`src/rtl/ftb_pkg.sv`:
```
`timescale 1ns/1ps
package ftb_pkg;
    localparam int CNT_W  = 20;
    localparam int RES_W  = 5;
    localparam int INT_W  = 10;
    localparam int FRAC_W = 8;
    localparam int DIV_W  = INT_W + FRAC_W;

    typedef struct packed {
        logic [INT_W-1:0]  tc;
        logic [FRAC_W-1:0] acc;
        logic              extra;
    } div_st_t;

    typedef struct packed {
        logic [CNT_W-1:0] cnt;
        logic             ovf;
    } cnt_st_t;

    typedef struct packed {
        logic [DIV_W-1:0] div;
        logic [RES_W-1:0] res;
        logic             pend;
    } shd_st_t;
endpackage

```
`src/rtl/ftb_divider.sv`:
```
`timescale 1ns/1ps
module ftb_divider
    import ftb_pkg::*;
(
    input  logic             clk,
    input  logic             rst_n,
    input  logic             tick,
    input  logic             hold,
    input  logic             clear,
    input  logic [DIV_W-1:0] div,
    output logic             cen
);
    div_st_t s_d, s_q;
    logic [INT_W-1:0]  n_int;
    logic [FRAC_W-1:0] n_frac;
    logic [FRAC_W:0]   acc_sum;
    logic [INT_W:0]    tc_inc;
    logic [INT_W:0]    limit;

    always_comb begin
        n_int   = div[DIV_W-1:FRAC_W];
        n_frac  = div[FRAC_W-1:0];
        acc_sum = {1'b0, s_q.acc} + {1'b0, n_frac};
        tc_inc  = {1'b0, s_q.tc} + (INT_W+1)'(1);
        limit   = {1'b0, n_int} + (INT_W+1)'(s_q.extra);
        cen     = 1'b0;
        s_d     = s_q;
        if (clear) begin
            s_d = '0;
        end else if (tick && !hold) begin
            if (tc_inc >= limit) begin
                cen       = 1'b1;
                s_d.tc    = '0;
                s_d.acc   = acc_sum[FRAC_W-1:0];
                s_d.extra = acc_sum[FRAC_W];
            end else begin
                s_d.tc = tc_inc[INT_W-1:0];
            end
        end
    end

    always_ff @(posedge clk) begin
        if (!rst_n) s_q <= '0;
        else        s_q <= s_d;
    end

    AST_DIV_CLEARED: assert property (@(posedge clk) disable iff (!rst_n)
        clear |=> (s_q == '0));
    AST_DIV_FROZEN: assert property (@(posedge clk) disable iff (!rst_n)
        (hold && !clear) |=> $stable(s_q));
endmodule

```
`src/rtl/ftb_counter.sv`:
```
`timescale 1ns/1ps
module ftb_counter
    import ftb_pkg::*;
(
    input  logic             clk,
    input  logic             rst_n,
    input  logic             cen,
    input  logic             clear,
    input  logic [RES_W-1:0] res,
    output logic [CNT_W-1:0] cnt,
    output logic             ovf,
    output logic             wrap
);
    localparam logic [RES_W-1:0] RES_MAX = RES_W'(CNT_W);

    cnt_st_t s_d, s_q;
    logic [RES_W-1:0] res_eff;
    logic [CNT_W:0]   max_v;

    always_comb begin
        res_eff = (res > RES_MAX) ? RES_MAX : res;
        max_v   = ((CNT_W+1)'(1) << res_eff) - (CNT_W+1)'(1);
        wrap    = cen && !clear && ({1'b0, s_q.cnt} >= max_v);
        s_d     = s_q;
        s_d.ovf = wrap;
        if (clear) begin
            s_d.cnt = '0;
        end else if (cen) begin
            s_d.cnt = wrap ? '0 : s_q.cnt + CNT_W'(1);
        end
    end

    always_ff @(posedge clk) begin
        if (!rst_n) s_q <= '0;
        else        s_q <= s_d;
    end

    assign cnt = s_q.cnt;
    assign ovf = s_q.ovf;

    AST_WRAP_TO_ZERO: assert property (@(posedge clk) disable iff (!rst_n)
        s_q.ovf |-> (s_q.cnt == '0));
    AST_COUNT_STEP: assert property (@(posedge clk) disable iff (!rst_n)
        (s_q.cnt == $past(s_q.cnt)) || (s_q.cnt == $past(s_q.cnt) + CNT_W'(1))
        || (s_q.cnt == '0));
endmodule

```
`src/rtl/ftb_irq.sv`:
```
`timescale 1ns/1ps
module ftb_irq (
    input  logic clk,
    input  logic rst_n,
    input  logic set,
    input  logic clr,
    input  logic ena,
    output logic raw,
    output logic st
);
    logic raw_d, raw_q;

    always_comb begin
        raw_d = set | (raw_q & ~clr);
    end

    always_ff @(posedge clk) begin
        if (!rst_n) raw_q <= 1'b0;
        else        raw_q <= raw_d;
    end

    assign raw = raw_q;
    assign st  = raw_q & ena;

    AST_IRQ_SET_WINS: assert property (@(posedge clk) disable iff (!rst_n)
        set |=> raw_q);
    AST_IRQ_CLEARS: assert property (@(posedge clk) disable iff (!rst_n)
        (clr && !set) |=> !raw_q);
endmodule

```
`src/rtl/pwm_timebase.sv`:
```
`timescale 1ns/1ps
module pwm_timebase
    import ftb_pkg::*;
#(
    parameter bit GATED_UPDATE = 1'b1
) (
    input  logic        clk,
    input  logic        rst_n,
    input  logic        fast_tick,
    input  logic        ref_tick,
    input  logic        tick_sel,
    input  logic        pause,
    input  logic        cnt_clr,
    input  logic [4:0]  cfg_res,
    input  logic [17:0] cfg_div,
    input  logic        para_up,
    input  logic        irq_ena,
    input  logic        irq_clr,
    output logic [19:0] count,
    output logic        ovf,
    output logic        irq_raw,
    output logic        irq
);
    localparam shd_st_t SHD_RST = '{div: DIV_W'(1) << FRAC_W, res: '0, pend: 1'b0};

    shd_st_t sh_d, sh_q;
    logic src_tick, cen, wrap, load, pend_next;

    assign src_tick = tick_sel ? fast_tick : ref_tick;

    generate
        if (GATED_UPDATE) begin : g_gated
            assign load      = (sh_q.pend | para_up) & (wrap | cnt_clr);
            assign pend_next = (sh_q.pend | para_up) & ~load;
        end else begin : g_direct
            assign load      = 1'b1;
            assign pend_next = para_up;
        end
    endgenerate

    always_comb begin
        sh_d      = sh_q;
        sh_d.pend = pend_next;
        if (load) begin
            sh_d.div = cfg_div;
            sh_d.res = cfg_res;
        end
    end

    always_ff @(posedge clk) begin
        if (!rst_n) sh_q <= SHD_RST;
        else        sh_q <= sh_d;
    end

    ftb_divider u_div (
        .clk   (clk),
        .rst_n (rst_n),
        .tick  (src_tick),
        .hold  (pause),
        .clear (cnt_clr),
        .div   (sh_q.div),
        .cen   (cen)
    );

    ftb_counter u_cnt (
        .clk   (clk),
        .rst_n (rst_n),
        .cen   (cen),
        .clear (cnt_clr),
        .res   (sh_q.res),
        .cnt   (count),
        .ovf   (ovf),
        .wrap  (wrap)
    );

    ftb_irq u_irq (
        .clk   (clk),
        .rst_n (rst_n),
        .set   (wrap),
        .clr   (irq_clr),
        .ena   (irq_ena),
        .raw   (irq_raw),
        .st    (irq)
    );

    AST_PAUSE_HOLDS: assert property (@(posedge clk) disable iff (!rst_n)
        (pause && !cnt_clr) |=> $stable(count));
    AST_CLR_ZERO: assert property (@(posedge clk) disable iff (!rst_n)
        cnt_clr |=> (count == '0 && !ovf));
    AST_OVF_SETS_RAW: assert property (@(posedge clk) disable iff (!rst_n)
        ovf |-> irq_raw);

    generate
        if (GATED_UPDATE) begin : g_chk_gated
            AST_SHADOW_STABLE: assert property (@(posedge clk) disable iff (!rst_n)
                !(sh_q.pend || para_up) |=> ($stable(sh_q.div) && $stable(sh_q.res)));
        end else begin : g_chk_direct
            AST_DIRECT_FOLLOW: assert property (@(posedge clk) disable iff (!rst_n)
                (sh_q.res == $past(cfg_res)) && (sh_q.div == $past(cfg_div)));
        end
    endgenerate
endmodule

```
`config.mk`:
```
export PLATFORM = sky130hd
export DESIGN_NAME = pwm_timebase
export DESIGN_NICKNAME = d
export VERILOG_FILES = /design/src/rtl/ftb_pkg.sv /design/src/rtl/ftb_divider.sv /design/src/rtl/ftb_counter.sv /design/src/rtl/ftb_irq.sv /design/src/rtl/pwm_timebase.sv
export SDC_FILE = /design/constraint.sdc
export NUM_CORES = 1
export LEC_CHECK = 0
export ABC_CLOCK_PERIOD_IN_PS = 3900
export CAP_MARGIN = 20
export CORE_UTILIZATION = 51
export CTS_CLUSTER_SIZE = 24
export DETAILED_ROUTE_END_ITERATION = 6
export GPL_TIMING_DRIVEN = 0
export PLACE_DENSITY = 0.77
export SKIP_LAST_GASP = 1
export SYNTH_ARGS = -nofsm -noshare
export SYNTH_HDL_FRONTEND = slang
export SYNTH_HIERARCHICAL = 1
export SYNTH_SLANG_ARGS = --single-unit
export TNS_END_PERCENT = 1
```
`constraint.sdc`:
```
create_clock -name clk -period 3.9 [get_ports clk]
set_input_delay 0.78 -clock clk [delete_from_list [all_inputs] [get_ports clk]]
set_output_delay 0.78 -clock clk [all_outputs]
set_load 0.01 [all_outputs]
```
==> results.toml <==
[synth]
synthAdderAreaFrac = 0.126
synth_xor_area_frac = 0.0773
syn-cell-area_um2 = 4530
synth_top_family_by_area = "simple AND/OR/NAND/NOR gates"
synth.area.top_cells = "dfxtp_1 (29%), ha_1 (12%), mux2i_1 (6.2%)"
synth-simple-area-share = 0.219
netlist_instances = 520
synthMuxAreaShare = 0.0668
synth_cell_types = 67
synth-edff-count = 0
ys_seq_area_frac = 0.287
synth_compound_area_frac = 0.175
yosys_register_bits = 65
avgSynthCellArea_um2 = 8.72
yosysTopAreaCell = "dfxtp_1"
ys_warn_count = 6
ys.flop_type = "dfxtp_1"
synthArstFlopShare = 0
netlist.area_leader.share = 0.287
syn-num-nets = 598

[min_path]
worstHoldPathType = "reg2reg"
whs_path_depth = 2
hold_path_end = "sh_q[12]"
holdCritStartpoint = "sh_q[12]"

[timing]
hold_ws_ps = 467
fin_crit_sh = 0.964
slew_viol_final = 0
finalHoldViolations = 0
grt_setup_unrepaired = "true"
setup-tns-final_ps = 0
setup_ws_ps = 140
finalSetupViolCount = 0
fin_skew_ps = 12.2
max_freq_mhz = 266
tightestPinTransition_ps = 624
finalCriticalPeriod_ps = 3760
relSlewSlack = 0.583

[finish]
nNetsFinal = 673
fill_cells = 711
design_area_um2 = 5640
drive_gt1_frac = 0.163
mostFrequentLayoutCells = "nand2_1 (73), dfxtp_1 (61), clkdlybuf4s50_1 (55), ha_1 (42), a21oi_1 (32)"
final_common_cell = "nand2_1"
antenna_cells = 0
utilization = 0.650
syn_to_final_growth_pct = 24.3

[floorplan]
io_pins = 56
die_area_um2 = 9270
fp.dieH_um = 96.3
fp.coreArea_um2 = 8680
fp.dieW_um = 96.3
start_util = 0.522
rows = 34

[drt]
vias = 4153
wirelength_um = 11100
drt-initial-drc-count = 252
ant_nets = 0
via_per_inst = 5.87
drt_pre_antenna_iters = 6
drc = 0
post_drt_wl_per_cell_um = 15.6

[power]
pwr-share-clk = 0.366
irDropWorstVdd_mv = 0.152
p_leak_nw = 2.08
pwr-share-seq = 0.412
switching_share = 0.292
netSwitchingPower_mw = 0.499
combPwrFrac = 0.223
power.density_nw_per_um2 = 303
intPower_mw = 1.21

[placement]
place_congestion = 0.822
dp_slack_ps = -499
dp_hpwl_um = 8180
dpl-instance-area_um2 = 5220
io_buffers = 55

[critical_path]
crit_type = "reg2reg"
r2r_slack_ps = 140
cp_max_fo = 11
r2r_start = "sh_q[1]"
start_kind = "register"
critPathCaptureType = "register"
required_ps = 4170
reg2reg_depth = 16
worstPathArrival_ps = 4030
r2r_end = "sh_q[4]"

[clock_tree]
cts_inserted_buffers = 9
cts.clk_slew.worst_paths_ps = 80
ctsHtreeMaxLevel = 3
root_buffer = "clkbuf_8"
cts_tree = "built"
cts_buffer_depth = 2
cts_num_sinks = 65
clock_latency_ps = 350

[run_status]
status = "complete, no violations"

[grt]
grt_pass1_wl_um = 17800
grt_usage = 0.249
grt_overflow = 0
grt_max_degree = 12
grt_pass1_vias = 3964
antenna_found_initial = 0

[run]
cap_violations = 0
## power groups by stage
stage	clock network, mW	registers [mW]	logic, mW
floorplan	0	0.708	0.243
global placement	0	0.712	0.324
detailed placement	0	0.713	0.335
CTS	0.628	0.699	0.353
global route	0.662	0.706	0.413
finish	0.624	0.703	0.380
## worst max-delay path, stage by stage (launching register included)
cell	delay, ps
dfxtp_4	390
or3_4	380
or3_4	360
ha_4	210
nor3_4	140
nand3_1	110
a21oi_2	130
a21oi_1	60
ha_1	320
nand4_1	110
or3_4	420
o211a_4	280
nor2_4	120
o22a_1	160
buf_6	140
buf_12	140
mux2i_1	190
## state kept, by name (all words and copies together) (netlist names)
register / flops
sh_q: 24
u_cnt/cnt: 20
u_div/s_q: 19
u_cnt/ovf: 1
u_irq/raw: 1
## how the worst max path moves through the flow
stage / startpoint / cells after the start / end
3_5_place_dp: u_div/s_q[0] / 19 / sh_q[15]
3_3_place_gp: sh_q[1] / 17 / sh_q[2]
2_1_floorplan: sh_q[1] / 17 / sh_q[18]
6_report: sh_q[1] / 16 / sh_q[4]
4_1_cts: sh_q[3] / 17 / sh_q[18]
5_1_grt: u_div/s_q[0] / 19 / sh_q[6]
## synthesized netlist by cell type, drive strengths merged (4+ instances only)
| library cell | count |
|---|---|
| dfxtp | 65 |
| nand2b | 5 |
| o21ai | 19 |
| and3 | 8 |
| o21a | 9 |
| nand4 | 18 |
| xor2 | 14 |
| ha | 44 |
| xnor2 | 26 |
| clkbuf | 10 |
| nor2b | 7 |
| nand3 | 24 |
| a21oi | 47 |
| mux2i | 28 |
| buf | 13 |
| or3 | 4 |
| nor2 | 31 |
| and2 | 4 |
| and4 | 5 |
| inv | 12 |
| nor3 | 8 |
| nand2 | 74 |
## timing repair
action                     in CTS  in global routing
gates resized for setup        14                 22
hold buffers                    0                  0
buffers inserted                5                  7
setup endpoints to repair      39                 35
pin swaps                       9                 10
cloned                          0                  0
## per-stage QoR
| stage | power (mW) | instances |
|---|---|---|
| floorplan | 0.952 | 520 |
| global placement | 1.04 | 683 |
| detailed placement | 1.05 | 683 |
| CTS | 1.68 | 703 |
| global route | 1.78 | 708 |
| finish | 1.71 | 708 |
## cell type report
type                       instances  area [um2]  area share
timing repair buffer              67         641       0.114
tap                              108         135      0.0240
sequential                        65        1310       0.233
inverter                          12        45.0     0.00799
clock inverter                     4        50.0     0.00888
clock buffer                      12         165      0.0293
multi-input combinational        420        3120       0.553
buffer                            20         170      0.0302
## per-layer routing
layer  vias up  wire length [um]  GRT usage
met5         -                 0          0
met3        18               562     0.0442
met4         0               149     0.0983
met2       158              5380      0.423
met1      1956              4970      0.310
li1       2021                 -          -
## kinds of logic (layout without fill, tap and decap cells)
kind of cell,count (synthesis),after routing
buffers and inverters,35,115
AO/OA/AOI/OAI,107,107
flip-flops,65,65
AND/OR/NAND/NOR,198,198
multiplexers,30,30
XOR/XNOR,40,40
adder cells (fa/ha/maj),45,45
Note: power is estimated with default switching activity, not from simulation.
